File: config.mk
export PLATFORM = sky130hd
export DESIGN_NAME = flash_page_prog
export DESIGN_NICKNAME = d
export VERILOG_FILES = /design/src/rtl/fpp_pkg.sv /design/src/rtl/fpp_timer.sv /design/src/rtl/fpp_addr_ctr.sv /design/src/rtl/flash_page_prog.sv
export SDC_FILE = /design/constraint.sdc
export NUM_CORES = 1
export LEC_CHECK = 0
export ABC_AREA = 1
export BUFFER_PORTS_ARGS = -buffer_cell sky130_fd_sc_hd__clkbuf_2
export CAP_MARGIN = 10
export CORE_MARGIN = 5
export CORE_UTILIZATION = 35
export CTS_BUF_LIST = sky130_fd_sc_hd__clkbuf_16
export CTS_CLUSTER_DIAMETER = 40
export DETAILED_ROUTE_END_ITERATION = 6
export HOLD_SLACK_MARGIN = 0.06
export SLEW_MARGIN = 0
export SYNTH_ARGS = -nofsm -noshare
export SYNTH_HDL_FRONTEND = slang
export SYNTH_SLANG_ARGS = --single-unit
export TNS_END_PERCENT = 50
File: constraint.sdc
create_clock -name clk -period 2.3 [get_ports clk]
set_clock_uncertainty 0.15 [all_clocks]
set_input_delay 0.23 -clock clk [delete_from_list [all_inputs] [get_ports clk]]
set_output_delay 0.23 -clock clk [all_outputs]
set_load 0.05 [all_outputs]
File: src/rtl/fpp_pkg.sv
package fpp_pkg;

    typedef enum logic [1:0] {
        ST_IDLE,
        ST_CMD,
        ST_DATA,
        ST_WAIT
    } fpp_state_t;

    localparam logic [1:0] OP_PROG  = 2'b00;
    localparam logic [1:0] OP_ERASE = 2'b01;
    localparam logic [1:0] OP_FLUSH = 2'b10;

    typedef struct packed {
        logic [15:0] addr;
        logic [7:0]  data;
    } bus_wr_t;

    // Command-string entry i: unlock string (3 writes) or erase string (6 writes).
    function automatic bus_wr_t seq_entry(input logic erase, input logic [2:0] i);
        bus_wr_t r;
        if (!erase) begin
            case (i)
                3'd0:    r = '{addr: 16'h5555, data: 8'hAA};
                3'd1:    r = '{addr: 16'h2AAA, data: 8'h55};
                default: r = '{addr: 16'h5555, data: 8'hA0};
            endcase
        end else begin
            case (i)
                3'd0, 3'd3: r = '{addr: 16'h5555, data: 8'hAA};
                3'd1, 3'd4: r = '{addr: 16'h2AAA, data: 8'h55};
                3'd2:       r = '{addr: 16'h5555, data: 8'h80};
                default:    r = '{addr: 16'h5555, data: 8'h10};
            endcase
        end
        return r;
    endfunction

endpackage

File: src/rtl/fpp_timer.sv
module fpp_timer #(
    parameter int TW = 8
) (
    input  logic          clk,
    input  logic          rst,
    input  logic          load,
    input  logic [TW-1:0] load_val,
    output logic          done
);
    logic [TW-1:0] cnt;

    always_ff @(posedge clk) begin
        if (rst)             cnt <= '0;
        else if (load)       cnt <= load_val;
        else if (cnt != '0)  cnt <= cnt - 1'b1;
    end

    assign done = (cnt == '0);
endmodule

File: src/rtl/fpp_addr_ctr.sv
module fpp_addr_ctr #(
    parameter int PG_W  = 11,
    parameter int OFF_W = 7
) (
    input  logic                  clk,
    input  logic                  rst,
    input  logic                  clr,
    input  logic                  inc,
    input  logic                  skip,
    output logic [PG_W+OFF_W-1:0] addr,
    output logic                  off_zero,
    output logic                  off_last
);
    logic [PG_W-1:0]  page;
    logic [OFF_W-1:0] off;

    always_ff @(posedge clk) begin
        if (rst || clr) begin
            page <= '0;
            off  <= '0;
        end else if (skip) begin
            page <= page + 1'b1;
            off  <= '0;
        end else if (inc) begin
            {page, off} <= {page, off} + 1'b1;
        end
    end

    assign addr     = {page, off};
    assign off_zero = (off == '0);
    assign off_last = (off == '1);
endmodule

File: src/rtl/flash_page_prog.sv
module flash_page_prog
    import fpp_pkg::*;
#(
    parameter int ADDR_W     = 18,
    parameter int PAGE_BYTES = 128,
    parameter int T_PAGE     = 625000,
    parameter int T_ERASE    = 2500000
) (
    input  logic              clk,
    input  logic              rst,
    input  logic              cmd_valid,
    input  logic [1:0]        cmd_op,
    input  logic [31:0]       cmd_word,
    output logic              cmd_ready,
    output logic [ADDR_W-1:0] fl_addr,
    output logic [7:0]        fl_data,
    output logic              fl_cs,
    output logic              fl_we
);
    localparam int OFF_W = $clog2(PAGE_BYTES);
    localparam int PG_W  = ADDR_W - OFF_W;
    localparam int T_MAX = (T_PAGE > T_ERASE) ? T_PAGE : T_ERASE;
    localparam int TW    = $clog2(T_MAX + 1);

    fpp_state_t        st;
    logic [2:0]        idx;
    logic              gap;
    logic              is_erase;
    logic [31:0]       word_q;

    logic              accept, seq_last;
    logic              ctr_clr, ctr_inc, ctr_skip;
    logic              tmr_load, tmr_done;
    logic [TW-1:0]     tmr_val;
    logic [ADDR_W-1:0] cur_addr;
    logic              off_zero, off_last;
    bus_wr_t           ent;

    assign accept    = cmd_valid && (st == ST_IDLE);
    assign cmd_ready = (st == ST_IDLE);
    assign seq_last  = is_erase ? (idx == 3'd5) : (idx == 3'd2);
    assign ent       = seq_entry(is_erase, idx);

    fpp_addr_ctr #(.PG_W(PG_W), .OFF_W(OFF_W)) u_ctr (
        .clk(clk), .rst(rst), .clr(ctr_clr), .inc(ctr_inc), .skip(ctr_skip),
        .addr(cur_addr), .off_zero(off_zero), .off_last(off_last)
    );

    fpp_timer #(.TW(TW)) u_tmr (
        .clk(clk), .rst(rst), .load(tmr_load), .load_val(tmr_val), .done(tmr_done)
    );

    always_comb begin
        ctr_clr  = 1'b0;
        ctr_inc  = 1'b0;
        ctr_skip = 1'b0;
        tmr_load = 1'b0;
        tmr_val  = TW'(T_PAGE - 1);
        fl_cs    = 1'b0;
        fl_we    = 1'b0;
        fl_addr  = '0;
        fl_data  = '0;
        case (st)
            ST_IDLE: begin
                if (accept && cmd_op == OP_ERASE) ctr_clr = 1'b1;
                if (accept && cmd_op == OP_FLUSH && !off_zero) begin
                    ctr_skip = 1'b1;
                    tmr_load = 1'b1;
                end
            end
            ST_CMD: begin
                if (!gap) begin
                    fl_cs   = 1'b1;
                    fl_we   = 1'b1;
                    fl_addr = ADDR_W'(ent.addr);
                    fl_data = ent.data;
                end else if (seq_last && is_erase) begin
                    tmr_load = 1'b1;
                    tmr_val  = TW'(T_ERASE - 1);
                end
            end
            ST_DATA: begin
                if (!gap) begin
                    fl_cs   = 1'b1;
                    fl_we   = 1'b1;
                    fl_addr = cur_addr;
                    fl_data = word_q[7:0];
                end else begin
                    ctr_inc = 1'b1;
                    if (idx == 3'd3 && off_last) tmr_load = 1'b1;
                end
            end
            default: ;
        endcase
    end

    always_ff @(posedge clk) begin
        if (rst) begin
            st       <= ST_IDLE;
            idx      <= '0;
            gap      <= 1'b0;
            is_erase <= 1'b0;
            word_q   <= '0;
        end else begin
            case (st)
                ST_IDLE: begin
                    if (accept) begin
                        idx <= '0;
                        gap <= 1'b0;
                        case (cmd_op)
                            OP_ERASE: begin
                                is_erase <= 1'b1;
                                st       <= ST_CMD;
                            end
                            OP_PROG: begin
                                is_erase <= 1'b0;
                                word_q   <= cmd_word;
                                st       <= off_zero ? ST_CMD : ST_DATA;
                            end
                            OP_FLUSH: begin
                                if (!off_zero) st <= ST_WAIT;
                            end
                            default: ;
                        endcase
                    end
                end
                ST_CMD: begin
                    gap <= !gap;
                    if (gap) begin
                        if (seq_last) begin
                            idx <= '0;
                            st  <= is_erase ? ST_WAIT : ST_DATA;
                        end else begin
                            idx <= idx + 1'b1;
                        end
                    end
                end
                ST_DATA: begin
                    gap <= !gap;
                    if (gap) begin
                        word_q <= word_q >> 8;
                        if (idx == 3'd3) begin
                            idx <= '0;
                            st  <= off_last ? ST_WAIT : ST_IDLE;
                        end else begin
                            idx <= idx + 1'b1;
                        end
                    end
                end
                ST_WAIT: begin
                    if (tmr_done) st <= ST_IDLE;
                end
                default: st <= ST_IDLE;
            endcase
        end
    end
endmodule

; Word level (Yosys, flattened, before mapping)
; Cells that the tools add are included.
[classes]
addsub = 4
n_eq_ne = 20
muxes = 55
reduce_logical = 30
[ops]
columns = operator, count
row1 = 22-bit 2-to-1 mux, 5
row2 = 32-bit 2-to-1 mux, 3
row3 = 23-bit one-hot mux with 3 select lines, 1
row4 = 32-bit one-hot mux with 2 select lines, 1
row5 = 23-bit one-hot mux with 2 select lines, 1
row6 = 18-bit one-hot mux with 2 select lines, 1
row7 = 24-bit 2-to-1 mux, 1
row8 = 22-bit zero test, 1
row9 = 11-bit 2-to-1 mux, 2
row10 = 22-bit nonzero test, 1
row11 = "22-bit by 1-bit subtractor with 22-bit output, second input constant", 1
row12 = "18-bit by 1-bit adder with 18-bit output, second input constant", 1
row13 = 18-bit 2-to-1 mux, 1
row14 = 2-bit 2-to-1 mux, 9
row15 = 16-bit 2-to-1 mux, 1
row16 = 8-bit 2-to-1 mux, 2
row17 = 8-bit one-hot mux with 2 select lines, 1
row18 = 1-bit 2-to-1 mux, 15
row19 = 3-bit 2-to-1 mux, 5
row20 = "11-bit by 1-bit adder with 11-bit output, second input constant", 1
row21 = "2-bit inequality test, second input constant", 5
row22 = 2-bit nonzero test, 5
row23 = 3-bit one-hot mux with 3 select lines, 1
row24 = 2-bit one-hot mux with 4 select lines, 1
row25 = 25 further kinds, 43
[word_totals]
ff_bits = 79
input_bits = 37
elab_cells = 117

; Depth between registers and ports, before layout
; Gate-level depths: netlist of the first run.
[logic_depth]
ltp_word = 7
mapped_depth = 13
ltp_nobuf = 13

; Cells and area by module
; Synthesis of the first run repeated with hierarchy kept, for this count alone.
[unflattened]
cells_unflattened = 804
hier_area_um2 = 5210.0
[by_module_without_submodules]
columns = module, n_inst, cells_per_inst, area_per_inst_um2, seq_area_each_um2
row1 = flash_page_prog, 1, 399, 2524.9, 780.7
row2 = fpp_timer, 1, 239, 1619.1, 440.4
row3 = fpp_addr_ctr, 1, 166, 1066.0, 360.3

; Worst setup path before layout of the first run
; Ideal clock, no wire load.
[synth_timing]
path_type = register -> output
start = register st[0]
end = output port fl_addr[15]
arrival_ns = 2.190
t_required_ns = 1.920
setup_slack_ns = -0.270
path_stages_with_launch = 6
n_path_buf = 1
cell_sequence = dfxtp_1 inv_1 ha_1 buf_2 clkinv_1 nor3_1
[synth_between]
elab_chain_len = 2
word_cells_on_any_way = 3
[synth_rtl]
columns = element, line
row1 = "start, declared", flash_page_prog.sv:25  ; fpp_state_t st;
row2 = "start signal, assigned", flash_page_prog.sv:118  ; st <= off_zero ? ST_CMD : ST_DATA;
row3 = "start signal, assigned", flash_page_prog.sv:132  ; st <= is_erase ? ST_WAIT : ST_DATA;
row4 = "start signal, assigned", flash_page_prog.sv:144  ; st <= off_last ? ST_WAIT : ST_IDLE;
row5 = 2-bit equality test or 2-bit by 1-bit equality test with 1-bit output (tied branches), flash_page_prog.sv:63  ; case (st)
row6 = 18-bit one-hot mux with 2 select lines (*), flash_page_prog.sv:63
row7 = "end, declared", flash_page_prog.sv:15  ; output logic [ADDR_W-1:0] fl_addr,
; Every way passes the cells marked *; elsewhere a longest branch is shown, timed or not.

; Final worst setup path of the first run
[layout_timing]
start = register idx[0]
end = output port fl_addr[8]
[layout_between]
elab_chain_len = 6
word_cells_on_any_way = 12
[layout_rtl]
columns = element, line
row1 = "start, declared", flash_page_prog.sv:26  ; logic [2:0] idx;
row2 = "start signal, assigned", flash_page_prog.sv:134  ; idx <= idx + 1'b1;
row3 = "start signal, assigned", flash_page_prog.sv:146  ; idx <= idx + 1'b1;
row4 = "3-bit by 1-bit equality test with 1-bit output, or another cell as far along", "fpp_pkg.sv:23, fpp_pkg.sv:29"
row5 = 2-bit OR reduction, fpp_pkg.sv:29  ; case (i)
row6 = 23-bit one-hot mux with 3 select lines, fpp_pkg.sv:29
row7 = 24-bit 2-to-1 mux (*), fpp_pkg.sv:22  ; if (!erase) begin
row8 = 16-bit 2-to-1 mux (*), flash_page_prog.sv:72  ; if (!gap) begin
row9 = 18-bit one-hot mux with 2 select lines (*), flash_page_prog.sv:63
; Marks and branches as above.

==> results of run 1 <==
## where the power goes
group,switching [mW],internal [mW],total (mW)
Combinational,2.22,1.37,3.59
Sequential,0.285,1.74,2.02
Clock,0.591,0.732,1.32
## flip-flops by register name, indices dropped and copies added (netlist names)
| name | flops |
|---|---|
| idx | 3 |
| gap | 1 |
| is_erase | 1 |
| u_tmr.cnt | 22 |
| st | 2 |
| u_ctr.off | 7 |
| u_ctr.page | 11 |
| word_q | 32 |
## final cells by class
class / instances / area, sq um
clock inverter: 7 / 50.0
multi-input combinational: 539 / 2830
sequential: 79 / 1590
fill: 1295 / 6710
clock buffer: 9 / 225
inverter: 78 / 299
timing repair buffer: 123 / 1150
tap: 176 / 220
## what timing repair did
| action | in CTS | in global routing |
|---|---|---|
| buffers inserted | 1 | 2 |
| hold buffers | 32 | 0 |
| endpoints found under the setup margin | 27 | 27 |
| pin swaps | 12 | 11 |
| gates cloned | 1 | 0 |
| hold endpoints to repair | 32 | 0 |
| resized for setup | 70 | 46 |
## worst max-delay path: cells and delay by family, from the launching register on
| kind | cells | cell delay (ns) |
|---|---|---|
| adder cells (fa/ha/maj) | 2 | 0.32 |
| buffers and inverters | 3 | 0.37 |
| AND/OR/NAND/NOR | 4 | 0.33 |
| AO/OA/AOI/OAI | 3 | 0.33 |
| flip-flops | 1 | 0.36 |
## kinds of logic (layout without fill, tap and decap cells)
| family | Yosys count | count (layout) |
|---|---|---|
| XOR/XNOR | 16 | 16 |
| buffers and inverters | 101 | 217 |
| adder cells (fa/ha/maj) | 15 | 15 |
| flip-flops | 79 | 79 |
| AND/OR/NAND/NOR | 386 | 387 |
| AO/OA/AOI/OAI | 121 | 121 |
## how the worst max path moves through the flow
stage / to / depth (start not counted) / slack [ns] / from
5_1_grt: fl_addr[8] / 12 / -0.24 / idx[0]
6_report: fl_addr[8] / 12 / -0.13 / idx[0]
3_5_place_dp: fl_addr[5] / 9 / 0.06 / st[1]
3_3_place_gp: fl_addr[5] / 9 / 0.11 / st[1]
2_1_floorplan: fl_addr[15] / 5 / -0.27 / st[0]
4_1_cts: fl_addr[8] / 12 / -0.11 / idx[0]
## metrics by stage
step,std cells,hold WS [ns],utilization
floorplan,718,0.240,-
global placement,959,0.304,0.413
detailed placement,959,0.305,0.413
CTS,1009,0.0796,0.477
global route,1011,0.0990,0.487
finish,1011,0.0845,0.487
## layout by cell type, fill, tap and decap left out, types with 3 or more instances in the layout
cell and n:
or2_2 4, xor2_1 13, nand2_2 7, a21oi_2 14
nand4_1 5, nand2_4 4, inv_2 17, o21ai_0 35
buf_4 24, inv_1 59, a21oi_1 31, clkbuf_4 3
buf_12 11, buf_8 9, dfxtp_1 75, dlygate4sd3_1 32
nor2_2 6, ha_4 5, nor2_4 4, nor3_1 13
nand2_1 205, nand3_2 5, ha_1 8, a31oi_1 24
nand3_1 42, clkbuf_16 9, o21ai_1 8, nor2_1 87
clkbuf_8 5, clkbuf_2 37, xnor2_1 3
## synthesized netlist by cell type, types with 3 or more instances
cell type | count | area [sq um]
a21oi_1 | 46 | 230
a31oi_1 | 24 | 150
buf_2 | 4 | 20.0
buf_6 | 5 | 56.3
clkbuf_1 | 12 | 45.0
dfxtp_1 | 79 | 1580
ha_1 | 15 | 188
inv_1 | 72 | 270
inv_2 | 5 | 18.8
nand2_1 | 210 | 788
nand2_2 | 3 | 18.8
nand3_1 | 42 | 210
nand3_2 | 5 | 50.1
nand4_1 | 5 | 31.3
nor2_1 | 94 | 353
nor3_1 | 13 | 65.1
o21ai_0 | 42 | 210
o21ai_1 | 3 | 15.0
or2_2 | 4 | 25.0
xnor2_1 | 3 | 26.3
xor2_1 | 13 | 114
## per-layer routing
metal | wire length, um | track usage
met1 | 5900 | 0.209
met5 | 0 | 0
met4 | 135 | 0.0497
met3 | 484 | 0.0320
met2 | 6080 | 0.265
==> key figures, run 1 <==
Layout
  • Final #Nets: 882
  • Antenna Cells: 0
  • Area Growth Syn to Fin: 37.6%
  • Final Instance Area: 6370 sq um
  • Share of layout cells above drive strength 1: 0.225

Setup path
  • CP max FO: 4
  • R2r endpoint: st[1]
  • Crit path arrival time: 2.05 ns
  • CP max-delay cell: dfxtp_4
  • R2R depth: 11
  • Worst setup path category: reg2out
  • Slowest stage delay, CP: 0.36 ns
  • Worst R2R Setup Slack: 0.25 ns
  • Critical Path End Type: output port
  • RR Startpoint: u_tmr.cnt[0]
  • Crit path required time: 1.92 ns
  • Setup crit start kind: register
  • Crit-path cells: ha_4 -> ha_4 -> a21oi_2 -> nand2_1 -> nor2_1 -> nor2_2 -> a21oi_2 -> buf_4 -> o21ai_1 -> nand2_1 -> inv_1 -> buf_8

Placed design
  • Placed cell area: 5400 sq um
  • Gpl congestion: 0.858
  • Post-DP HPWL: 8910 um
  • Pre-CTS setup slack: 0.0634 ns
  • Port bufs: 65

Run status
  • Status: finished with violations
  • Failing checks: setup timing

Min path
  • Min-delay src: cmd_op[0]
  • Hold EP: u_ctr.page[1]
  • Hold depth: 4
  • Worst Hold Class: in2reg

Power and ir drop
  • Leak pwr: 2.76 nW
  • VDD IR-drop max: 430 uV
  • Power Total: 6.93 mW
  • Pwr Density: 1090 nW/um^2

Floorplan
  • Core region area: 13100 sq um
  • Cell row count: 42
  • Die extent in y: 125 um
  • Full die area: 15600 sq um
  • Die width: 125 um
  • Initial Util: 0.354
  • Top Ports: 66

Drt
  • Vias/cell: 4.77
  • Via count: 4819
  • ANT nets after route: 0
  • Drt drc: 0
  • Drt initial violations: 286
  • Final wirelength: 12600 um
  • Drt first pass iters: 5
  • Average wire per standard cell: 12.5 um

Clock tree
  • Root buffer cell: clkbuf_16
  • CTS tree: done
  • Sink Count: 79
  • Clock Tree Buf Depth: 2
  • Worst-path clk slew: 0.06 ns
  • CTS buffer count: 9
  • Htree depth: 3
  • Clock latency on the worst-skew pair: 0.34 ns

Logic synthesis
  • Post-Syn Nets: 770
  • Post-Synth XOR/XNOR Area: 0.0303
  • Avg Inst Size Synth: 6.45 sq um
  • Seq cells post-synth: 79
  • Ys flop type: dfxtp_1
  • Mapped Area: 4630 sq um
  • Mux share of post-synthesis cell area: 0
  • Simple-Gate Fraction of Synth Area: 0.353
  • Asr flop ratio synth: 0
  • Mapped Cells: 718
  • Largest family of logic cells by synthesized area: simple AND/OR/NAND/NOR gates
  • Seq/Total Area, Yosys: 0.341
  • Adder-Cell Fraction of Synth Area: 0.0405
  • Warnings from Yosys: 0
  • EDFF count, synth: 0
  • Compound-Gate Fraction of Synth Area: 0.143
  • Cell variety after synth: 36

Timing
  • Final period util: 1.06
  • Final min period: 2.43 ns
  • Slew Viols, Final: 0
  • Max_slew headroom: 0.676
  • Setup TNS: -0.829 ns
  • Fin. Hold Viols: 0
  • Max Clk Rate: 0.411 GHz
  • Post-route setup slack: -0.134 ns
  • Final setup fails: 8
  • RSZ-0062 raised after global routing: yes
  • Actual slew at the worst max-slew pin: 0.484 ns

Global route
  • Overflow after GRT: 0
  • First-pass GRT wire length: 20800 um
  • Total GRT Usage: 0.159
  • Pin count of the biggest net entering global routing: 45
  • Vias in the first global route: 4413
  • Initial antenna violation count: 0

Job
  • Total of max-cap violations: 0
No activity file was read; power rests on OpenSTA's default activity.
==> run 2: changes to the inputs <==
--- a/config.mk
+++ b/config.mk
@@ -14,6 +14,7 @@
 export CTS_CLUSTER_DIAMETER = 40
 export DETAILED_ROUTE_END_ITERATION = 6
 export HOLD_SLACK_MARGIN = 0.06
+export RECOVER_POWER = 25
 export SLEW_MARGIN = 0
 export SYNTH_ARGS = -nofsm -noshare
 export SYNTH_HDL_FRONTEND = slang
==> key figures, run 2 (synthesized netlist as in run 1, its figures left out) <==
Run status
  • Status: finished with violations
  • Failing checks: setup timing

Placed design
  • Placed cell area: 5400 sq um
  • Placed instance count: 959
  • Port bufs: 65
  • Post-DP HPWL: 8910 um
  • Gpl congestion: 0.858

Clock tree
  • Clock Tree Buf Depth: 2
  • Worst-path clk slew: 0.06 ns
  • Clock latency on the worst-skew pair: 0.34 ns
  • Sink Count: 79
  • Root buffer cell: clkbuf_16
  • Htree depth: 3
  • CTS tree: done
  • CTS buffer count: 9

Global route
  • First-pass GRT wire length: 20800 um
  • Vias in the first global route: 4413
  • Initial antenna violation count: 0
  • Total GRT Usage: 0.159
  • Overflow after GRT: 0
  • Pin count of the biggest net entering global routing: 45

Floorplan
  • Die extent in y: 125 um
  • Initial Util: 0.354
  • Full die area: 15600 sq um
  • Top Ports: 66
  • Die width: 125 um
  • Cell row count: 42
  • Core region area: 13100 sq um

Setup path
  • Crit path arrival time: 2.06 ns
  • CP max FO: 4
  • Worst setup path category: reg2out
  • Critical Path End Type: output port
  • CP Launch Point: idx[0]
  • RR Startpoint: st[0]
  • Crit path required time: 1.92 ns
  • Setup crit start kind: register

Timing
  • Fin. Hold Viols: 0
  • RSZ-0062 raised after global routing: yes
  • Actual slew at the worst max-slew pin: 0.609 ns
  • Final period util: 1.06
  • Final setup fails: 9
  • Setup TNS: -0.864 ns
  • Max Clk Rate: 0.411 GHz
  • Post-route setup slack: -0.136 ns
  • Max_slew headroom: 0.596
  • Final min period: 2.44 ns
  • Final hold slack: 0.0816 ns
  • Slew Viols, Final: 0

Power and ir drop
  • Leak pwr: 2.76 nW
  • Switch share: 0.447
  • Net Switching: 3.09 mW
  • Combinational Power Share: 0.515
  • Int Pwr: 3.81 mW
  • Part of the power in registers: 0.293
  • Pwr Density: 1090 nW/um^2
  • VDD IR-drop max: 430 uV
  • Power Total: 6.90 mW
  • Clk pwr share: 0.192

Layout
  • Most common cell after layout, fill and taps aside: nand2_1
  • Non-filler cells, final: 1011
  • Top flop regs: word_q x32, u_tmr.cnt x22, u_ctr.page x11
  • Antenna Cells: 0
  • Max reg flops: 32
  • Area Growth Syn to Fin: 36.9%
  • Final Instance Area: 6340 sq um
  • Share of layout cells above drive strength 1: 0.219
  • Leading cell types in the layout, fill and taps excluded: nand2_1 (205), nor2_1 (88), dfxtp_1 (76)
  • Fillers: 1303
  • Most flop-heavy register: word_q
  • Final #Nets: 882

Min path
  • Min-delay src: cmd_op[0]
  • Worst Hold Class: in2reg

Drt
  • WL met1: 5820 um
  • Average wire per standard cell: 12.5 um
  • Drt initial violations: 289
  • Met3 wire length: 564 um
  • Routed wl met2: 6040 um
  • Drt drc: 0
  • Final wirelength: 12600 um
  • Top sig layer: met4
  • ANT nets after route: 0
  • Via count: 4826
  • Vias/cell: 4.77
  • Drt first pass iters: 5

Job
  • Total of max-cap violations: 0
run 2: path summary, 6_finish.rpt:
check	to	slack, ns	cells after the start
setup / recovery	fl_addr[8]	-0.14	12
hold / removal	u_ctr.page[1]	0.08	4
setup reg to reg	word_q[0]	0.08	10
hold reg to reg	word_q[13]	0.32	2
run 2: routing by layer:
metal,up-vias,track usage
met5,-,0
met4,0,0.0497
met3,16,0.0320
met2,95,0.265
met1,2179,0.209
li1,2536,-
run 2: cell type report:
cell class                      instances  area (sq um)  area share
Multi-Input combinational cell        539          2820       0.444
Sequential cell                        79          1590       0.251
Timing Repair Buffer                  123          1140       0.180
Inverter                               78           299      0.0471
Clock buffer                            9           225      0.0355
Tap cell                              176           220      0.0347
Clock inverter                          7          50.0     0.00789
run 2: worst max-delay path, cell delays in order (launching register included):
cell and delay, ns:
dfxtp_4 0.36, ha_4 0.17, ha_4 0.15, a21oi_2 0.11, nand2_1 0.08, nor2_1 0.12
nor2_2 0.06, a21oi_2 0.15, buf_4 0.17, o21ai_1 0.07, nand2_1 0.07, inv_1 0.06
buf_8 0.14
run 2: power groups by stage:
stage / logic, mW / clock network, mW / registers [mW]
finish: 3.55 / 1.33 / 2.02
global route: 3.99 / 1.42 / 2.07
CTS: 3.44 / 1.36 / 2.00
detailed placement: 3.23 / 0 / 2.02
global placement: 3.22 / 0 / 2.02
floorplan: 2.49 / 0 / 1.95
run 2: stage by stage:
step	util	worst slack, ns
final	0.485	-0.136
after global routing	0.485	-0.237
after CTS	0.477	-0.114
after detailed placement	0.413	0.0634
after global placement	0.413	0.114
after floorplan	-	-0.270
run 2: what timing repair did:
item / CTS / global route
pin swaps: 12 / 11
gates cloned: 1 / 0
gates resized for setup: 70 / 46
hold buffers: 32 / 0
setup endpoints to repair: 27 / 27
endpoints found under the hold margin: 32 / 0
buffers inserted: 1 / 2
